`src/rtl/mc_ctrl_fsm.sv`:
```
module mc_ctrl_fsm #(
  parameter logic [5:0] OP_ALU   = 6'b000000,
  parameter logic [5:0] OP_LOAD  = 6'b100011,
  parameter logic [5:0] OP_STORE = 6'b101011,
  parameter logic [5:0] OP_BEQ   = 6'b000100,
  parameter logic [5:0] OP_JUMP  = 6'b000010
) (
  input  logic       clk,
  input  logic       rst_n,
  input  logic [5:0] opcode,
  output logic       pc_wr_en,
  output logic       pc_wr_cond,
  output logic       addr_sel,
  output logic       mem_rd,
  output logic       mem_wr,
  output logic       ir_ld,
  output logic       wb_from_mem,
  output logic [1:0] pc_src,
  output logic [1:0] alu_ctl,
  output logic [1:0] alu_b_sel,
  output logic       alu_a_sel,
  output logic       reg_wr,
  output logic       dst_sel
);

  typedef enum logic [3:0] {
    S_FETCH = 4'd0,
    S_DEC   = 4'd1,
    S_ADDR  = 4'd2,
    S_MRD   = 4'd3,
    S_WB    = 4'd4,
    S_MWR   = 4'd5,
    S_EXE   = 4'd6,
    S_RDONE = 4'd7,
    S_BR    = 4'd8,
    S_JUMP  = 4'd9
  } step_t;

  step_t cur, nxt;

  always_ff @(posedge clk or negedge rst_n)
    if (!rst_n) cur <= S_FETCH;
    else        cur <= nxt;

  always_comb begin
    nxt = S_FETCH;
    case (cur)
      S_FETCH: nxt = S_DEC;
      S_DEC: begin
        if (opcode == OP_LOAD || opcode == OP_STORE) nxt = S_ADDR;
        else if (opcode == OP_ALU)                   nxt = S_EXE;
        else if (opcode == OP_BEQ)                   nxt = S_BR;
        else if (opcode == OP_JUMP)                  nxt = S_JUMP;
        else                                         nxt = S_FETCH;
      end
      S_ADDR:  nxt = (opcode == OP_LOAD) ? S_MRD : S_MWR;
      S_MRD:   nxt = S_WB;
      S_EXE:   nxt = S_RDONE;
      default: nxt = S_FETCH;
    endcase
  end

  assign pc_wr_en    = (cur == S_FETCH) || (cur == S_JUMP);
  assign pc_wr_cond  = (cur == S_BR);
  assign addr_sel    = (cur == S_MRD) || (cur == S_MWR);
  assign mem_rd      = (cur == S_FETCH) || (cur == S_MRD);
  assign mem_wr      = (cur == S_MWR);
  assign ir_ld       = (cur == S_FETCH);
  assign wb_from_mem = (cur == S_WB);
  assign pc_src      = (cur == S_JUMP) ? 2'b10 : (cur == S_BR) ? 2'b01 : 2'b00;
  assign alu_ctl     = (cur == S_EXE) ? 2'b10 : (cur == S_BR) ? 2'b01 : 2'b00;
  assign alu_b_sel   = (cur == S_FETCH) ? 2'b01 :
                       (cur == S_DEC)   ? 2'b11 :
                       (cur == S_ADDR)  ? 2'b10 : 2'b00;
  assign alu_a_sel   = (cur == S_ADDR) || (cur == S_EXE) || (cur == S_BR);
  assign reg_wr      = (cur == S_WB) || (cur == S_RDONE);
  assign dst_sel     = (cur == S_RDONE);


  fetch_then_decode_chk: assert property (@(posedge clk) disable iff (!rst_n)
    ir_ld |=> (alu_b_sel == 2'b11 && !ir_ld));


  unknown_op_refetch_chk: assert property (@(posedge clk) disable iff (!rst_n)
    (cur == S_DEC && opcode != OP_ALU && opcode != OP_LOAD && opcode != OP_STORE &&
     opcode != OP_BEQ && opcode != OP_JUMP) |=> ir_ld);


  load_read_wb_chk: assert property (@(posedge clk) disable iff (!rst_n)
    (mem_rd && addr_sel) |=> (reg_wr && wb_from_mem));


  regwrite_return_chk: assert property (@(posedge clk) disable iff (!rst_n)
    reg_wr |=> ir_ld);


  store_return_chk: assert property (@(posedge clk) disable iff (!rst_n)
    mem_wr |=> ir_ld);


  branch_return_chk: assert property (@(posedge clk) disable iff (!rst_n)
    pc_wr_cond |=> ir_ld);


  strobe_excl_chk: assert property (@(posedge clk) disable iff (!rst_n)
    !(mem_rd && mem_wr));

endmodule

```
`config.mk`:
```
export PLATFORM = sky130hd
export DESIGN_NAME = mc_ctrl_fsm
export DESIGN_NICKNAME = d
export VERILOG_FILES = /design/src/rtl/mc_ctrl_fsm.sv
export SDC_FILE = /design/constraint.sdc
export NUM_CORES = 1
export LEC_CHECK = 0
export BUFFER_PORTS_ARGS = -buffer_cell sky130_fd_sc_hd__clkbuf_2
export CORE_AREA = 2 2 39 41
export DETAILED_ROUTE_END_ITERATION = 12
export DIE_AREA = 0 0 41 43
export SLEW_MARGIN = 20
export SYNTH_ARGS = -nofsm -noshare
export SYNTH_HDL_FRONTEND = slang
export SYNTH_SLANG_ARGS = --single-unit
```
`constraint.sdc`:
```
create_clock -name clk -period 1.1 [get_ports clk]
set_input_delay 0.22 -clock clk [delete_from_list [all_inputs] [get_ports clk]]
set_output_delay 0.22 -clock clk [all_outputs]
set_load 0.01 [all_outputs]
```
# ---- After elaboration in Yosys (flattened, before gate mapping)
# Cells that the tools add are included.
dict set report totals {
  ff_bits 4
  inputBits 8
}
dict set report op_classes {
  n_eq_ne 13
  n_mux 12
  n_reduce_logical 9
}
# cell count
set ops {}
lappend ops {{$pmux W4 S5} 1}
lappend ops {{$eq A4 B3 Y1 const B} 4}
lappend ops {{$mux W4} 4}
lappend ops {{$eq A6 B6 Y1 const B} 2}
lappend ops {{$mux W2} 5}
lappend ops {{$eq A4 B2 Y1 const B} 2}
lappend ops {{$eq A4 B4 Y1 const B} 2}
lappend ops {{$logic_or A1 B1 Y1} 7}
lappend ops {{$eq A6 B2 Y1 const B} 1}
lappend ops {{$eq A6 B3 Y1 const B} 1}
lappend ops {{$logic_not A6 Y1} 1}
lappend ops {{$eq A4 B1 Y1 const B} 1}
lappend ops {{$logic_not A4 Y1} 1}
lappend ops {{$mux W3} 1}
lappend ops {{$mux W1} 1}

# ---- Depth between registers and ports, before layout
# Gate-level depths: netlist (run 1).
dict set report depth {
  word_depth 6
  depth_mapped 4
  mapped_depth_nobuf 3
}

# ---- Worst setup path before layout (run 1)
# Ideal clock, no wire load.
dict set report synth_timing {
  path_kind {register to output}
  start {register cur[3]}
  end {output port alu_ctl[1]}
  t_arrival_ps 1021
  required_ps 880
  slack_ps -141
  stages_incl_launch_ff 4
  n_path_buf 1
  cell_sequence {dfrtp_1 buf_2 nand2b_1 nor3_1}
}
dict set report synth_between {
  elab_chain_cells 2
}
# item line
set synth_lines {}
lappend synth_lines {{from (decl)} 39} ;# step_t cur, nxt;
lappend synth_lines {{from (signal assigned)} 43} ;# else cur <= nxt;
lappend synth_lines {{$eq A4 B3 Y1} 71} ;# assign alu_ctl = (cur == S_EXE) ? 2'b10 : (cur == S_BR) ? 2'b01 : 2'b00;
lappend synth_lines {{$mux W2} 71}
lappend synth_lines {{to (decl)} 19} ;# output logic [1:0] alu_ctl,
# Every way passes these cells.

# ---- Final worst setup path (run 1)
dict set report layout_timing {
  start {register cur[1]}
  end {output port alu_a_sel}
}
dict set report layout_between {
  elab_chain_cells 3
  elab_cells_between_ends 5
  classes_between {eq/ne (3); reduce/logical (2)}
}
# item line
set layout_lines {}
lappend layout_lines {{$eq A4 B2 Y1 / $eq A4 B3 Y1 (equally long branches)} 75} ;# assign alu_a_sel = (cur == S_ADDR) || (cur == S_EXE) || (cur == S_BR);
lappend layout_lines {{$logic_or A1 B1 Y1} 75}
lappend layout_lines {{$logic_or A1 B1 Y1 (*)} 75}
lappend layout_lines {{to (decl)} 21} ;# output logic alu_a_sel,
# Every way passes the cells marked *; elsewhere a longest branch is shown, timed or not.

==> impl_metrics.json, run 1 <==
{
  "antenna_cells": 0,
  "critPathArrivalTime_ns": 1.23,
  "area_growth_pct": 129.6,
  "ys_types": 23,
  "worstRegToRegCells": 4,
  "seq_area_frac_synth_pct": 24.39,
  "finalSetupTns_ns": -5.122,
  "finalCritPeriodShare_pct": 132.0,
  "drtIter0Drc": 4,
  "worstSetupPathType": "flop to output port",
  "grt_max_degree": 8,
  "insertion_delay_ns": 0.24,
  "start_util_pct": 29.66,
  "firstDrtPassIters": 4,
  "reg2reg_slack_ns": -0.12,
  "grt_util_all_layers_pct": 19.29,
  "multi_input_comb_area_um2": 439.2,
  "finalCriticalPeriod_ns": 1.452,
  "core-area_mm2": 0.001384,
  "setup_viol": 19,
  "top_regs": "cur: 4 flops",
  "critPathLaunchType": "flop",
  "drive_above_1_share_pct": 80.61,
  "slowest_delay_ns": 0.46,
  "num_rows": 14,
  "die_h_um": 43,
  "route.vias.total": 576,
  "end_kind": "output port",
  "p_leak_nw": 0.4210,
  "drv_cap": 0,
  "synthArstFlopShare_pct": 100.0,
  "hold_viol_final": 0,
  "syn-instance-count": 54,
  "max_slew_margin_pct": 81.80,
  "portBuffers": 23,
  "wl_mm": 1.447,
  "gp_congestion": 0.7569,
  "die_w_um": 41,
  "postRouteAntennaNets": 0,
  "post-place-ws_ns": -0.1617,
  "rsz0062_at_grt": "yes",
  "r2r_start": "cur[0]$_DFF_PN0_",
  "syn_nets": 62,
  "clk_path_buf_depth": 2,
  "wire_per_inst_um": 12.69,
  "synth_seq_cells": 4,
  "status": "complete, but fails checks",
  "yosysWarnings": 0,
  "dp_hpwl_mm": 1.041,
  "cp_data_required_time_ns": 0.88,
  "syn-cell-area_um2": 410.4,
  "ff_latch_area_um2": 103.9,
  "cts_tree": "built",
  "rr_endpoint": "cur[1]$_DFF_PN0_",
  "crit_path_top_delay_cell": "dfrtp_2",
  "ioPinCount": 24,
  "die_area_mm2": 0.001763,
  "grt_pass1_vias": 558,
  "grt_pass1_wl_mm": 2.256,
  "min_to": "cur[3]$_DFF_PN0_",
  "violations": "setup timing",
  "largest_reg_flops": 4,
  "worstMarginPinSlew_ns": 0.2709,
  "finClkSkew_ns": 0.003618,
  "path_clk_slew_ns": 0.04,
  "hold_depth": 2,
  "final_common_cell": "buf_6",
  "avgSynthCellArea_um2": 7.600,
  "vias_per_cell": 5.053,
  "crit_fanout": 7,
  "fill_cells": 121,
  "grt.overflow.total": 0,
  "slew_violations": 0,
  "vdd_drop_max_v": 0.0007475,
  "pwr_density_cell_mw_per_mm2": 1396,
  "synth-edff-count": 0,
  "holdCritPathClass": "input port to flop",
  "drc": 0,
  "cts_root_buf": "clkbuf_4",
  "final_cell_mix": "buf_6 (14), buf_2 (13), clkbuf_2 (9), buf_4 (9), nor3_2 (8)",
  "cts_buffers": 3,
  "cts_sinks": 4,
  "fin_nets": 108,
  "setup_slack_ns": -0.3515,
  "synthFlopType": "dfrtp_1",
  "clock.fmax_mhz": 688.9,
  "antenna_found_initial": 0,
  "fin_util_pct": 68.08,
  "hp-start": "opcode[4]",
  "largest-register": "cur",
  "crit_chain": "buf_6 -> nor2_2 -> mux2i_1 -> nor2_1 -> buf_2",
  "ctsHtreeMaxLevel": 1
}
critical path, delay by kind of cell, from the launching register on:
kind          cells  cell delay (ns)
mux               1             0.07
flops             1             0.46
buf+inv           2             0.30
simple gates      2             0.16
power breakdown:
| group | internal [mW] | switching, mW | leakage [nW] |
|---|---|---|---|
| combinational | 0.448 | 0.454 | 0.358 |
| clock | 0.123 | 0.0682 | 0.0138 |
| sequential | 0.175 | 0.0465 | 0.0492 |
synth_stat cells (all sizes together) (2+ instances only):
master | instances | area share (%)
nand3 | 2 | 2.4
nand2 | 2 | 1.8
xor2 | 2 | 4.3
buf | 5 | 6.1
nor2 | 7 | 6.4
nand2b | 2 | 3.0
xnor2 | 2 | 4.3
a41oi | 2 | 4.3
dfrtp | 4 | 24
nor3 | 13 | 20
inv | 3 | 2.7
kinds of logic after synthesis:
| family | share of synthesized area (%) |
|---|---|
| mux | 2.439 |
| buf+inv | 8.840 |
| flops | 24.39 |
| xor+xnor | 8.538 |
| simple gates | 41.77 |
| compound gates | 14.03 |
how the worst max path moves through the flow:
stage,from,to,slack [ns],cells past startpoint
after floorplan,cur[0]$_DFF_PN0_,mem_rd,-0.06,3
after global placement,cur[1]$_DFF_PN0_,dst_sel,-0.13,4
after detailed placement,cur[2]$_DFF_PN0_,mem_rd,-0.16,3
after CTS,cur[1]$_DFF_PN0_,alu_a_sel,-0.37,5
after global routing,cur[1]$_DFF_PN0_,alu_a_sel,-0.44,5
final,cur[1]$_DFF_PN0_,alu_a_sel,-0.35,5
what timing repair did:
action / 4_1_cts / 5_1_grt
buffers inserted: 1 / 3
pin swaps: 6 / 4
endpoints found under the setup margin: 20 / 20
hold buffers: 1 / 0
endpoints found under the hold margin: 4 / 0
resized for setup: 20 / 28
through the flow:
step / instance area [um2] / cells / total power [mW] / hold slack, ns
after detailed placement: 734.5 / 106 / 0.8760 / 0.03372
after CTS: 844.6 / 111 / 1.192 / 0.1731
after global routing: 942.2 / 114 / 1.406 / 0.1820
final: 942.2 / 114 / 1.315 / 0.1777
after global placement: 734.5 / 106 / 0.8593 / 0.03364
after floorplan: 510.5 / 54 / 0.6021 / -0.07559
final cells by class:
cell class / instances / area share [%]
sequential: 4 / 11.02
inverter: 3 / 1.195
tap: 16 / 2.125
clock buffer: 3 / 2.390
timing repair buffer: 46 / 36.65
multi-input combinational: 42 / 46.61
layer usage:
metal  vias to the layer above  GRT usage, %  share of wire [%]  routed length [um]
met5                         -             0                  0                   0
met4                         0         14.00                2.9                  42
met3                         4         1.571                4.1                  59
met2                        20         32.50                 57                 819
met1                       268         20.67                 36                 525
li1                        284             -                  -                   -
Power figures use the tool's default switching activity.
==> run 2, diff against run 1 <==
--- a/config.mk
+++ b/config.mk
@@ -6,9 +6,10 @@
 export NUM_CORES = 1
 export LEC_CHECK = 0
 export BUFFER_PORTS_ARGS = -buffer_cell sky130_fd_sc_hd__clkbuf_2
-export CORE_AREA = 2 2 39 41
+export CORE_AREA = 8 8 45 47
+export CTS_CLUSTER_DIAMETER = 50
 export DETAILED_ROUTE_END_ITERATION = 12
-export DIE_AREA = 0 0 41 43
+export DIE_AREA = 0 0 53 55
 export SLEW_MARGIN = 20
 export SYNTH_ARGS = -nofsm -noshare
 export SYNTH_HDL_FRONTEND = slang
==> run 2 against run 1 <==
The run still ends with setup timing left; count of clock-buffer cells in the layout is the same; routed wire length increased by 2.8%; maximum frequency increased by 0.20%; cell count fell by 0.88%; sequential share of layout area increased by 0.32 points; non-clock buffer count decreased by 1; critical endpoint is now pc_wr_en; largest power group unchanged.
==> impl_metrics.json, run 2 (same netlist as run 1, synthesis figures left out) <==
{
  "status": "complete, but fails checks",
  "violations": "setup timing",
  "largest_reg_flops": 4,
  "grt_pass1_wl_mm": 2.470,
  "antenna_cells": 0,
  "setup_viol": 20,
  "insertion_delay_ns": 0.23,
  "grt_max_degree": 11,
  "design_area_um2": 915.9,
  "fin_nets": 107,
  "hold_viol_final": 0,
  "worstMarginPinSlew_ns": 0.2932,
  "ctsHtreeMaxLevel": 1,
  "use_met2_pct": 20.31,
  "route.vias.total": 561,
  "end_kind": "output port",
  "fin_util_pct": 66.18,
  "crit_fanout": 6,
  "num_rows": 14,
  "die_w_um": 53,
  "rsz0062_at_grt": "yes",
  "slew_violations": 0,
  "critPathArrivalTime_ns": 1.23,
  "critPathLaunchType": "flop",
  "final_cell_mix": "buf_4 (14), buf_2 (13), clkbuf_2 (10)",
  "pwr_density_cell_mw_per_mm2": 1343,
  "p_leak_nw": 0.4046,
  "cp.depth": 4,
  "wire_per_inst_um": 13.16,
  "cts_buffers": 3,
  "crit_family": "flip-flops",
  "slowest_delay_ns": 0.44,
  "worstRegToRegCells": 4,
  "clk_path_buf_depth": 2,
  "vias_per_cell": 4.965,
  "wl_mm": 1.487,
  "ioPinCount": 24,
  "drc": 0,
  "grt.overflow.total": 0,
  "portBuffers": 23,
  "area_growth_pct": 123.2,
  "die_area_mm2": 0.002915,
  "drive_above_1_share_pct": 79.38,
  "drv_cap": 0,
  "path_clk_slew_ns": 0.04,
  "cp_data_required_time_ns": 0.88,
  "finClkSkew_ns": 0.004504,
  "vdd_drop_max_v": 0.0007788,
  "finalCritPeriodShare_pct": 131.7,
  "dp_hpwl_mm": 1.128,
  "largest-register": "cur",
  "crit_chain": "buf_6 -> xor2_1 -> nor3_2 -> buf_2",
  "max_slew_margin_pct": 80.41,
  "cts_sinks": 4,
  "start_util_pct": 29.66,
  "holdCritPathClass": "input port to flop",
  "finalSetupTns_ns": -5.142,
  "postRouteAntennaNets": 0,
  "fill_cells": 110,
  "worstSetupPathType": "flop to output port",
  "clock.fmax_mhz": 690.3,
  "globalRoute.busiestLayer": "met2",
  "final_common_cell": "buf_4",
  "top_regs": "cur: 4 flops",
  "cts_tree": "built",
  "core-area_mm2": 0.001384,
  "total_power_mw": 1.230,
  "finalCriticalPeriod_ns": 1.449,
  "firstDrtPassIters": 4,
  "met3_usage_pct": 1.337,
  "hold_depth": 2,
  "setup_slack_ns": -0.3486,
  "placed_area_um2": 734.5,
  "grt_use_met1_pct": 11.73,
  "antenna_found_initial": 0,
  "critPathBufInv": 2,
  "die_h_um": 55,
  "gp_congestion": 0.7698,
  "drtIter0Drc": 11,
  "crit_path_top_delay_cell": "dfrtp_2",
  "grt_pass1_vias": 594,
  "cts_root_buf": "clkbuf_4",
  "grt_util_all_layers_pct": 10.99
}
run 2: cell types whose count changed in the layout (fill, tap and decap cells not counted), moves of 2 or more:
cell / before / now
buf_4: 9 / 14
buf_6: 14 / 6
inv_1: 1 / 3
inv_2: 2 / 0
run 2: cell type report:
| class | count | area, um2 | share of cell area, % |
|---|---|---|---|
| sequential | 4 | 103.9 | 11.34 |
| timing repair buffer | 45 | 312.8 | 34.15 |
| clock buffer | 3 | 22.52 | 2.459 |
| multi-input combinational | 42 | 445.4 | 48.63 |
| tap | 16 | 20.02 | 2.186 |
| inverter | 3 | 11.26 | 1.230 |
run 2: layer usage:
layer,vias up,wire length [um]
met5,-,0
met4,0,0
met3,0,76
met2,15,786
met1,262,624
li1,284,-
run 2: per-stage QoR:
stage / worst slack [ns] / instances / hold WS [ns]
2_1_floorplan: -0.05570 / 54 / -0.07559
3_3_place_gp: -0.1776 / 106 / 0.03205
3_5_place_dp: -0.2005 / 106 / 0.03180
4_1_cts: -0.3552 / 113 / 0.1677
5_1_grt: -0.4096 / 113 / 0.1608
6_report: -0.3486 / 113 / 0.1722
run 2: where the power goes:
group          internal [mW]  total, mW  leakage [nW]  switching [mW]
combinational          0.397      0.833         0.342           0.436
clock                  0.122      0.178        0.0138          0.0558
sequential             0.175      0.220        0.0492          0.0444
total                  0.694       1.23         0.405           0.536
run 2: worst paths after layout:
check	slack (ns)	startpoint	endpoint
setup reg to reg	-0.19	cur[3]$_DFF_PN0_	cur[1]$_DFF_PN0_
max in group asynchronous	0.63	rst_n	cur[0]$_DFF_PN0_
hold reg to reg	0.68	cur[2]$_DFF_PN0_	cur[0]$_DFF_PN0_
min in group asynchronous	0.32	rst_n	cur[3]$_DFF_PN0_
hold / removal	0.17	opcode[4]	cur[3]$_DFF_PN0_
setup / recovery	-0.35	cur[0]$_DFF_PN0_	pc_wr_en
run 2: repair_timing:
item                                    CTS  global route
endpoints found under the setup margin   20            20
hold buffers                              1             0
gates cloned                              0             0
setup buffers                             3             1
endpoints found under the hold margin     4             0
gates resized for setup                  11            29
pin swaps                                 1             4
